==> src/rtl/divsync_pkg.sv <==
`timescale 1ns/1ps
package divsync_pkg;
  localparam int WORD_W       = 16;
  localparam int EN_BIT       = 15;
  localparam int MODE_PLL_BIT = 0;
  localparam int MODE_SRC_BIT = 5;

  typedef enum logic {
    GO_IDLE = 1'b0,
    GO_WAIT = 1'b1
  } go_state_e;
endpackage

==> src/rtl/divsync_shadow.sv <==
`timescale 1ns/1ps
module divsync_shadow #(
  parameter int NDIV    = 2,
  parameter int RATIO_W = 6,
  parameter int ADDR_W  = 2
) (
  input  logic                           clk,
  input  logic                           rst_n,
  input  logic                           cfg_we,
  input  logic [ADDR_W-1:0]              cfg_addr,
  input  logic [divsync_pkg::WORD_W-1:0] cfg_wdata,
  input  logic                           lock,
  output logic [NDIV-1:0]                sh_en,
  output logic [NDIV-1:0][RATIO_W-1:0]   sh_ratio,
  output logic [NDIV-1:0]                sh_mask,
  output logic                           mode_pll,
  output logic                           mode_src
);
  import divsync_pkg::*;

  localparam logic [ADDR_W-1:0] MASK_ADDR = ADDR_W'(NDIV);
  localparam logic [ADDR_W-1:0] MODE_ADDR = ADDR_W'(NDIV + 1);

  logic open_wr;
  assign open_wr = cfg_we && !lock;

  // staged divider words, one slot per divider
  for (genvar i = 0; i < NDIV; i++) begin : g_slot
    always_ff @(posedge clk or negedge rst_n) begin
      if (!rst_n) begin
        sh_en[i]    <= 1'b0;
        sh_ratio[i] <= '0;
      end else if (open_wr && cfg_addr == ADDR_W'(i)) begin
        sh_en[i]    <= cfg_wdata[EN_BIT];
        sh_ratio[i] <= cfg_wdata[RATIO_W-1:0];
      end
    end
  end

  always_ff @(posedge clk or negedge rst_n) begin
    if (!rst_n) begin
      sh_mask <= '0;
    end else if (open_wr && cfg_addr == MASK_ADDR) begin
      sh_mask <= cfg_wdata[NDIV-1:0];
    end
  end

  // mode word is not gated by the pending change
  always_ff @(posedge clk or negedge rst_n) begin
    if (!rst_n) begin
      mode_pll <= 1'b0;
      mode_src <= 1'b0;
    end else if (cfg_we && cfg_addr == MODE_ADDR) begin
      mode_pll <= cfg_wdata[MODE_PLL_BIT];
      mode_src <= cfg_wdata[MODE_SRC_BIT];
    end
  end
endmodule

==> src/rtl/divsync_go.sv <==
`timescale 1ns/1ps
module divsync_go #(
  parameter int ALIGN_TMO = 1024
) (
  input  logic clk,
  input  logic rst_n,
  input  logic go,
  input  logic all_bound,
  output logic busy,
  output logic commit
);
  import divsync_pkg::*;

  localparam int TW = (ALIGN_TMO > 2) ? $clog2(ALIGN_TMO) : 1;
  localparam logic [TW-1:0] TMO_LAST = TW'(ALIGN_TMO - 1);

  go_state_e      state;
  logic           go_q;
  logic [TW-1:0]  wait_cnt;
  logic           start;

  assign start  = (state == GO_IDLE) && go && !go_q;
  assign busy   = (state == GO_WAIT);
  assign commit = busy && (all_bound || wait_cnt == TMO_LAST);

  always_ff @(posedge clk or negedge rst_n) begin
    if (!rst_n) begin
      state    <= GO_IDLE;
      go_q     <= 1'b0;
      wait_cnt <= '0;
    end else begin
      go_q <= go;
      if (start) begin
        state <= GO_WAIT;
      end else if (commit) begin
        state <= GO_IDLE;
      end
      if (!busy || commit) begin
        wait_cnt <= '0;
      end else begin
        wait_cnt <= wait_cnt + TW'(1);
      end
    end
  end
endmodule

==> src/rtl/divsync_divider.sv <==
`timescale 1ns/1ps
module divsync_divider #(
  parameter int RATIO_W = 6
) (
  input  logic               clk,
  input  logic               rst_n,
  input  logic               commit,
  input  logic               restart,
  input  logic               nxt_en,
  input  logic [RATIO_W-1:0] nxt_ratio,
  output logic               on,
  output logic               tick,
  output logic               at_bound
);
  logic               act_en;
  logic [RATIO_W-1:0] act_ratio;
  logic [RATIO_W-1:0] cnt;
  logic               rl_en;
  logic [RATIO_W-1:0] rl_ratio;

  // on a commit the reload uses the settings that take effect at that edge
  assign rl_en    = commit ? nxt_en : act_en;
  assign rl_ratio = commit ? nxt_ratio : act_ratio;

  assign on       = act_en;
  assign tick     = act_en && (cnt == '0);
  assign at_bound = !act_en || (cnt == '0);

  always_ff @(posedge clk or negedge rst_n) begin
    if (!rst_n) begin
      act_en    <= 1'b0;
      act_ratio <= '0;
    end else if (commit) begin
      act_en    <= nxt_en;
      act_ratio <= nxt_ratio;
    end
  end

  always_ff @(posedge clk or negedge rst_n) begin
    if (!rst_n) begin
      cnt <= '0;
    end else if (restart) begin
      cnt <= nxt_en ? nxt_ratio : '0;
    end else if (tick) begin
      cnt <= rl_en ? rl_ratio : '0;
    end else if (!act_en) begin
      cnt <= '0;
    end else begin
      cnt <= cnt - RATIO_W'(1);
    end
  end
endmodule

==> src/rtl/divsync_ctrl.sv <==
`timescale 1ns/1ps
module divsync_ctrl #(
  parameter int NDIV      = 2,
  parameter int RATIO_W   = 6,
  parameter int ALIGN_TMO = 1024,
  parameter int ADDR_W    = $clog2(NDIV + 2)
) (
  input  logic                           clk,
  input  logic                           rst_n,
  input  logic                           cfg_we,
  input  logic [ADDR_W-1:0]              cfg_addr,
  input  logic [divsync_pkg::WORD_W-1:0] cfg_wdata,
  input  logic                           go,
  output logic                           go_busy,
  input  logic                           pll_en_pin,
  output logic                           pll_sel,
  output logic                           pll_src,
  output logic [NDIV-1:0]                div_on,
  output logic [NDIV-1:0]                div_tick
);
  logic [NDIV-1:0]              sh_en;
  logic [NDIV-1:0][RATIO_W-1:0] sh_ratio;
  logic [NDIV-1:0]              sh_mask;
  logic [NDIV-1:0]              at_bound;
  logic                         mode_pll;
  logic                         all_bound;
  logic                         commit;

  divsync_shadow #(
    .NDIV    (NDIV),
    .RATIO_W (RATIO_W),
    .ADDR_W  (ADDR_W)
  ) u_shadow (
    .clk       (clk),
    .rst_n     (rst_n),
    .cfg_we    (cfg_we),
    .cfg_addr  (cfg_addr),
    .cfg_wdata (cfg_wdata),
    .lock      (go_busy),
    .sh_en     (sh_en),
    .sh_ratio  (sh_ratio),
    .sh_mask   (sh_mask),
    .mode_pll  (mode_pll),
    .mode_src  (pll_src)
  );

  // unmasked dividers never hold back the commit
  assign all_bound = &(at_bound | ~sh_mask);

  divsync_go #(
    .ALIGN_TMO (ALIGN_TMO)
  ) u_go (
    .clk       (clk),
    .rst_n     (rst_n),
    .go        (go),
    .all_bound (all_bound),
    .busy      (go_busy),
    .commit    (commit)
  );

  for (genvar i = 0; i < NDIV; i++) begin : g_div
    divsync_divider #(
      .RATIO_W (RATIO_W)
    ) u_div (
      .clk       (clk),
      .rst_n     (rst_n),
      .commit    (commit),
      .restart   (commit && sh_mask[i]),
      .nxt_en    (sh_en[i]),
      .nxt_ratio (sh_ratio[i]),
      .on        (div_on[i]),
      .tick      (div_tick[i]),
      .at_bound  (at_bound[i])
    );
  end

  assign pll_sel = pll_src ? pll_en_pin : mode_pll;
endmodule

==> config.mk <==
export PLATFORM = sky130hd
export DESIGN_NAME = divsync_ctrl
export DESIGN_NICKNAME = d
export VERILOG_FILES = /design/src/rtl/divsync_pkg.sv /design/src/rtl/divsync_shadow.sv /design/src/rtl/divsync_go.sv /design/src/rtl/divsync_divider.sv /design/src/rtl/divsync_ctrl.sv
export SDC_FILE = /design/constraint.sdc
export NUM_CORES = 1
export LEC_CHECK = 0
export BUFFER_PORTS_ARGS = -buffer_cell sky130_fd_sc_hd__clkbuf_2
export CAP_MARGIN = 20
export CORE_UTILIZATION = 45
export DETAILED_ROUTE_END_ITERATION = 12
export GPL_TIMING_DRIVEN = 0
export PLACE_DENSITY_LB_ADDON = 0.15
export SLEW_MARGIN = 20
export SYNTH_ARGS = -nofsm -noshare
export SYNTH_HDL_FRONTEND = slang
export SYNTH_HIERARCHICAL = 1
export SYNTH_SLANG_ARGS = --single-unit
==> constraint.sdc <==
create_clock -name clk -period 5.88 [get_ports clk]
set_clock_uncertainty 0.05 [all_clocks]
set_input_delay 0.882 -clock clk [delete_from_list [all_inputs] [get_ports clk]]
set_output_delay 0.882 -clock clk [all_outputs]
set_load 0.005 [all_outputs]
==> flow_results.xml <==
<?xml version="1.0" encoding="UTF-8"?>
<metrics>
  <group name="synthesis">
    <metric name="ys_ff_latch" unit="">56</metric>
    <metric name="netlist_top_cells_count" unit="">dfrtp_1 (56), mux2_2 (30), nor2_1 (18)</metric>
    <metric name="post_synth_num_cell_types" unit="">45</metric>
    <metric name="yosys_warnings" unit="">6</metric>
    <metric name="synth-edff-count" unit="">0</metric>
    <metric name="synth_top_family_by_area" unit="">simple AND/OR/NAND/NOR gates</metric>
    <metric name="syn-num-nets" unit="">245</metric>
    <metric name="most_frequently_used_cell_type_in_the_post_synthesis_netlist" unit="">dfrtp_1</metric>
    <metric name="syn-instance-count" unit="">217</metric>
    <metric name="yosys.area_share.xor_xnor" unit="%">3.95</metric>
    <metric name="syn-mean-instance-area" unit="um2">12.3</metric>
    <metric name="synthesized_area_fraction_occupied_by_ao_oa_aoi_and_oai_cells" unit="%">7.37</metric>
    <metric name="postSynth.asyncResetShare" unit="%">100</metric>
    <metric name="synth-seq-area-share" unit="%">52.6</metric>
    <metric name="netlist_top_cells_area" unit="">dfrtp_1 (53%), mux2_2 (13%), nor2_1 (2.5%)</metric>
    <metric name="muxShareOfSynthArea" unit="%">15.0</metric>
    <metric name="synth-adder-area-share" unit="%">2.35</metric>
    <metric name="synth-simple-area-share" unit="%">15.7</metric>
    <metric name="synth_area_leader_cell" unit="">dfrtp_1</metric>
    <metric name="netlist_area" unit="mm2">0.00266</metric>
    <metric name="synth_top_area_share" unit="%">52.6</metric>
    <metric name="ys_dominant_reg_cell" unit="">dfrtp_1</metric>
  </group>
  <group name="min_path">
    <metric name="hold_crit_path_type" unit="">reg2reg</metric>
  </group>
  <group name="timing">
    <metric name="hold_violations" unit="">0</metric>
    <metric name="layout_worst_path_cycle_share" unit="%">48.1</metric>
    <metric name="worst_hold_slack" unit="ns">0.380</metric>
    <metric name="finalMaxSlewViolations" unit="">0</metric>
    <metric name="finalSetupTns" unit="ns">0</metric>
    <metric name="report.final.setup_viol" unit="">0</metric>
    <metric name="timing.fmax" unit="MHz">353</metric>
    <metric name="rsz_0062_raised_after_global_routing" unit="">false</metric>
    <metric name="layout_min_cycle_time" unit="ns">2.83</metric>
    <metric name="tightestPinTransition" unit="ns">0.594</metric>
    <metric name="max_slew_margin" unit="%">60.2</metric>
  </group>
  <group name="cells_and_area">
    <metric name="drive_above_1_share" unit="%">30.9</metric>
    <metric name="finalNetCount" unit="">273</metric>
    <metric name="antenna-diode-count" unit="">0</metric>
    <metric name="post-route-cell-area" unit="mm2">0.00300</metric>
    <metric name="syn_to_final_growth" unit="%">12.7</metric>
  </group>
  <group name="route">
    <metric name="dr_iter_0_viols" unit="">70</metric>
    <metric name="post-route-drc-count" unit="">0</metric>
    <metric name="antenna_left" unit="">0</metric>
    <metric name="via_count" unit="">1709</metric>
    <metric name="first_pass_iters" unit="">4</metric>
    <metric name="routed_wirelength" unit="um">4690</metric>
    <metric name="wl_per_cell" unit="um">14.7</metric>
    <metric name="routed_via_density" unit="">5.37</metric>
  </group>
  <group name="global_routing">
    <metric name="grt_pass1_vias" unit="">1679</metric>
    <metric name="pin_count_of_the_biggest_net_entering_global_routing" unit="">35</metric>
    <metric name="grt_antenna_before_repair" unit="">0</metric>
    <metric name="grt_overflow_total" unit="">0</metric>
    <metric name="grt_first_pass_wirelength" unit="um">8250</metric>
    <metric name="groute.usage.overall" unit="%">17.6</metric>
  </group>
  <group name="placed_design">
    <metric name="gp_routability_congestion" unit="">0.762</metric>
    <metric name="io_buffers" unit="">20</metric>
    <metric name="dpl.hpwl" unit="um">3400</metric>
    <metric name="detailed_place.area" unit="mm2">0.00288</metric>
  </group>
  <group name="critical_path">
    <metric name="crit_slowest_cell" unit="">dfrtp_1</metric>
    <metric name="critical_path_buf_inv_count" unit="">4</metric>
    <metric name="critPathMaxFanout" unit="">10</metric>
    <metric name="start_kind" unit="">register</metric>
    <metric name="timing.setup.critical_path_class" unit="">reg2reg</metric>
    <metric name="path_delay_family" unit="">compound AO/OA/AOI/OAI gates</metric>
    <metric name="timing.critical_path.cells" unit="">inv_1 &gt; ha_1 &gt; and3b_4 &gt; buf_6 &gt; nand2b_1 &gt; inv_1 &gt; a22oi_1 &gt; o21a_1 &gt; buf_2 &gt; mux2_2 &gt; a221o_1</metric>
    <metric name="setup.worst_path.end_class" unit="">register</metric>
    <metric name="worst_path_most_repeated_cell" unit="">inv_1</metric>
    <metric name="cp_data_arrival_time" unit="ns">2.97</metric>
    <metric name="worst-endpoint-required" unit="ns">6.02</metric>
    <metric name="max_stage_delay" unit="ns">0.42</metric>
  </group>
  <group name="floorplan">
    <metric name="die-area" unit="mm2">0.00623</metric>
    <metric name="die_height" unit="um">78.9</metric>
    <metric name="design.portCount" unit="">30</metric>
    <metric name="std_cell_rows" unit="">27</metric>
    <metric name="coreArea" unit="mm2">0.00561</metric>
    <metric name="chipWidth" unit="um">78.9</metric>
    <metric name="initial_utilization" unit="%">47.5</metric>
  </group>
  <group name="clock_tree">
    <metric name="cts.hold.buffers_added" unit="">0</metric>
    <metric name="cts.repair.resized" unit="">0</metric>
    <metric name="clockRootBuffer" unit="">clkbuf_8</metric>
    <metric name="cts.path.max_buffers" unit="">2</metric>
    <metric name="htreeDepth" unit="">2</metric>
    <metric name="tritoncts" unit="">done</metric>
    <metric name="clk_pin_slew" unit="ns">0.09</metric>
    <metric name="cts_made_buffers" unit="">5</metric>
    <metric name="clock_insertion_delay_worst_skew" unit="ns">0.31</metric>
    <metric name="postCtsSetupBuffers" unit="">0</metric>
    <metric name="clkSinkCount" unit="">56</metric>
  </group>
  <group name="run">
    <metric name="cap_violations" unit="">0</metric>
  </group>
  <group name="power_and_ir_drop">
    <metric name="static_leakage" unit="nW">1.32</metric>
    <metric name="worst_ir_drop_vdd" unit="uV">171</metric>
    <metric name="power_per_cell_area" unit="mW/mm2">471</metric>
  </group>
  <group name="outcome">
    <metric name="outcome" unit="">complete, no violations</metric>
  </group>
</metrics>
==> metrics by stage <==
step                worst slack, ns  total power, mW  utilization [%]  std cells
floorplan                      3.38             1.02                -        217
global placement               3.09             1.14             50.9        309
detailed placement             3.07             1.16             51.3        310
CTS                            3.04             1.43             53.5        318
global route                   2.77             1.52             53.5        318
finish                         3.05             1.42             53.5        318
==> logic make-up after synthesis <==
family                   Yosys count
flip-flops                        56
multiplexers                      35
buffers and inverters             14
AO/OA/AOI/OAI                     23
adder cells (fa/ha/maj)            5
XOR/XNOR                          12
AND/OR/NAND/NOR                   72
==> placed cells by master (no fill, tap or decap), types with 2 or more instances in the layout <==
cell       n
nand4_1    2
and2_1     6
clkbuf_8   7
a221o_1    5
clkbuf_2  19
ha_1       5
mux2_1     2
nand2_1   10
a31oi_1    2
o311ai_1   2
o21ai_0    2
and4bb_2   2
mux2_4     2
o31ai_1    2
xor2_1     6
nand3_1   10
and3_1     4
a32oi_1    3
buf_6      3
inv_1      8
nor3_1     3
nor2_1    18
xnor2_1    6
mux2_2    30
nand2b_1   6
dfrtp_1   56
or3_1      2
==> power by group <==
group          switching (mW)  internal, mW  leakage, nW  total [mW]
Sequential             0.0876         0.516        0.699       0.603
Combinational           0.253         0.287        0.558       0.540
Clock                   0.122         0.150       0.0645       0.272
==> flip-flops by register name, summed over array words and instances, names as in the netlist <==
| signal | count |
|---|---|
| u_go/busy | 1 |
| g_div.u_div/on | 2 |
| g_div.u_div/act_ratio | 12 |
| u_shadow/sh_mask | 2 |
| u_shadow/mode_pll | 1 |
| u_shadow/mode_src | 1 |
| u_shadow/sh_ratio | 12 |
| g_div.u_div/cnt | 12 |
| u_go/go_q | 1 |
| u_go/wait_cnt | 10 |
| u_shadow/sh_en | 2 |
==> worst reg2reg max path, cell delays in order, from the launching register on <==
cell and delay, ns:
dfrtp_1 0.42, inv_1 0.10, ha_1 0.17, and3b_4 0.23, buf_6 0.14, nand2b_1 0.11
inv_1 0.04, a22oi_1 0.21, o21a_1 0.23, buf_2 0.26, mux2_2 0.38, a221o_1 0.36
==> area by class of cell <==
class | instances | area (um2)
buffer | 6 | 50.0
clock buffer | 7 | 96.3
clock inverter | 1 | 30.0
fill | 526 | 2610
inverter | 8 | 30.0
multi-input combinational | 147 | 1180
sequential | 56 | 1400
tap | 72 | 90.1
timing repair buffer | 21 | 123
==> layer usage <==
layer	track usage, %	part of all wire (%)	vias to the layer above
li1	-	-	826
met1	25.1	50	838
met2	25.7	44	37
met4	7.64	1.9	0
met5	0	0	-
met3	3.79	3.8	8
==> worst paths after layout <==
kind	start	cells past startpoint	to	slack [ns]
max	g_div[0].u_div/cnt[0]	11	g_div[1].u_div/cnt[5]	3.05
min	u_go/go_q	1	u_go/busy	0.38
max reg2reg	g_div[0].u_div/cnt[0]	11	g_div[1].u_div/cnt[5]	3.05
min reg2reg	u_go/go_q	1	u_go/busy	0.38
max in group asynchronous	rst_n	2	u_shadow/sh_en[0]	4.85
min in group asynchronous	rst_n	1	g_div[1].u_div/act_ratio[4]	0.44
(Power assumes the default switching activity.)
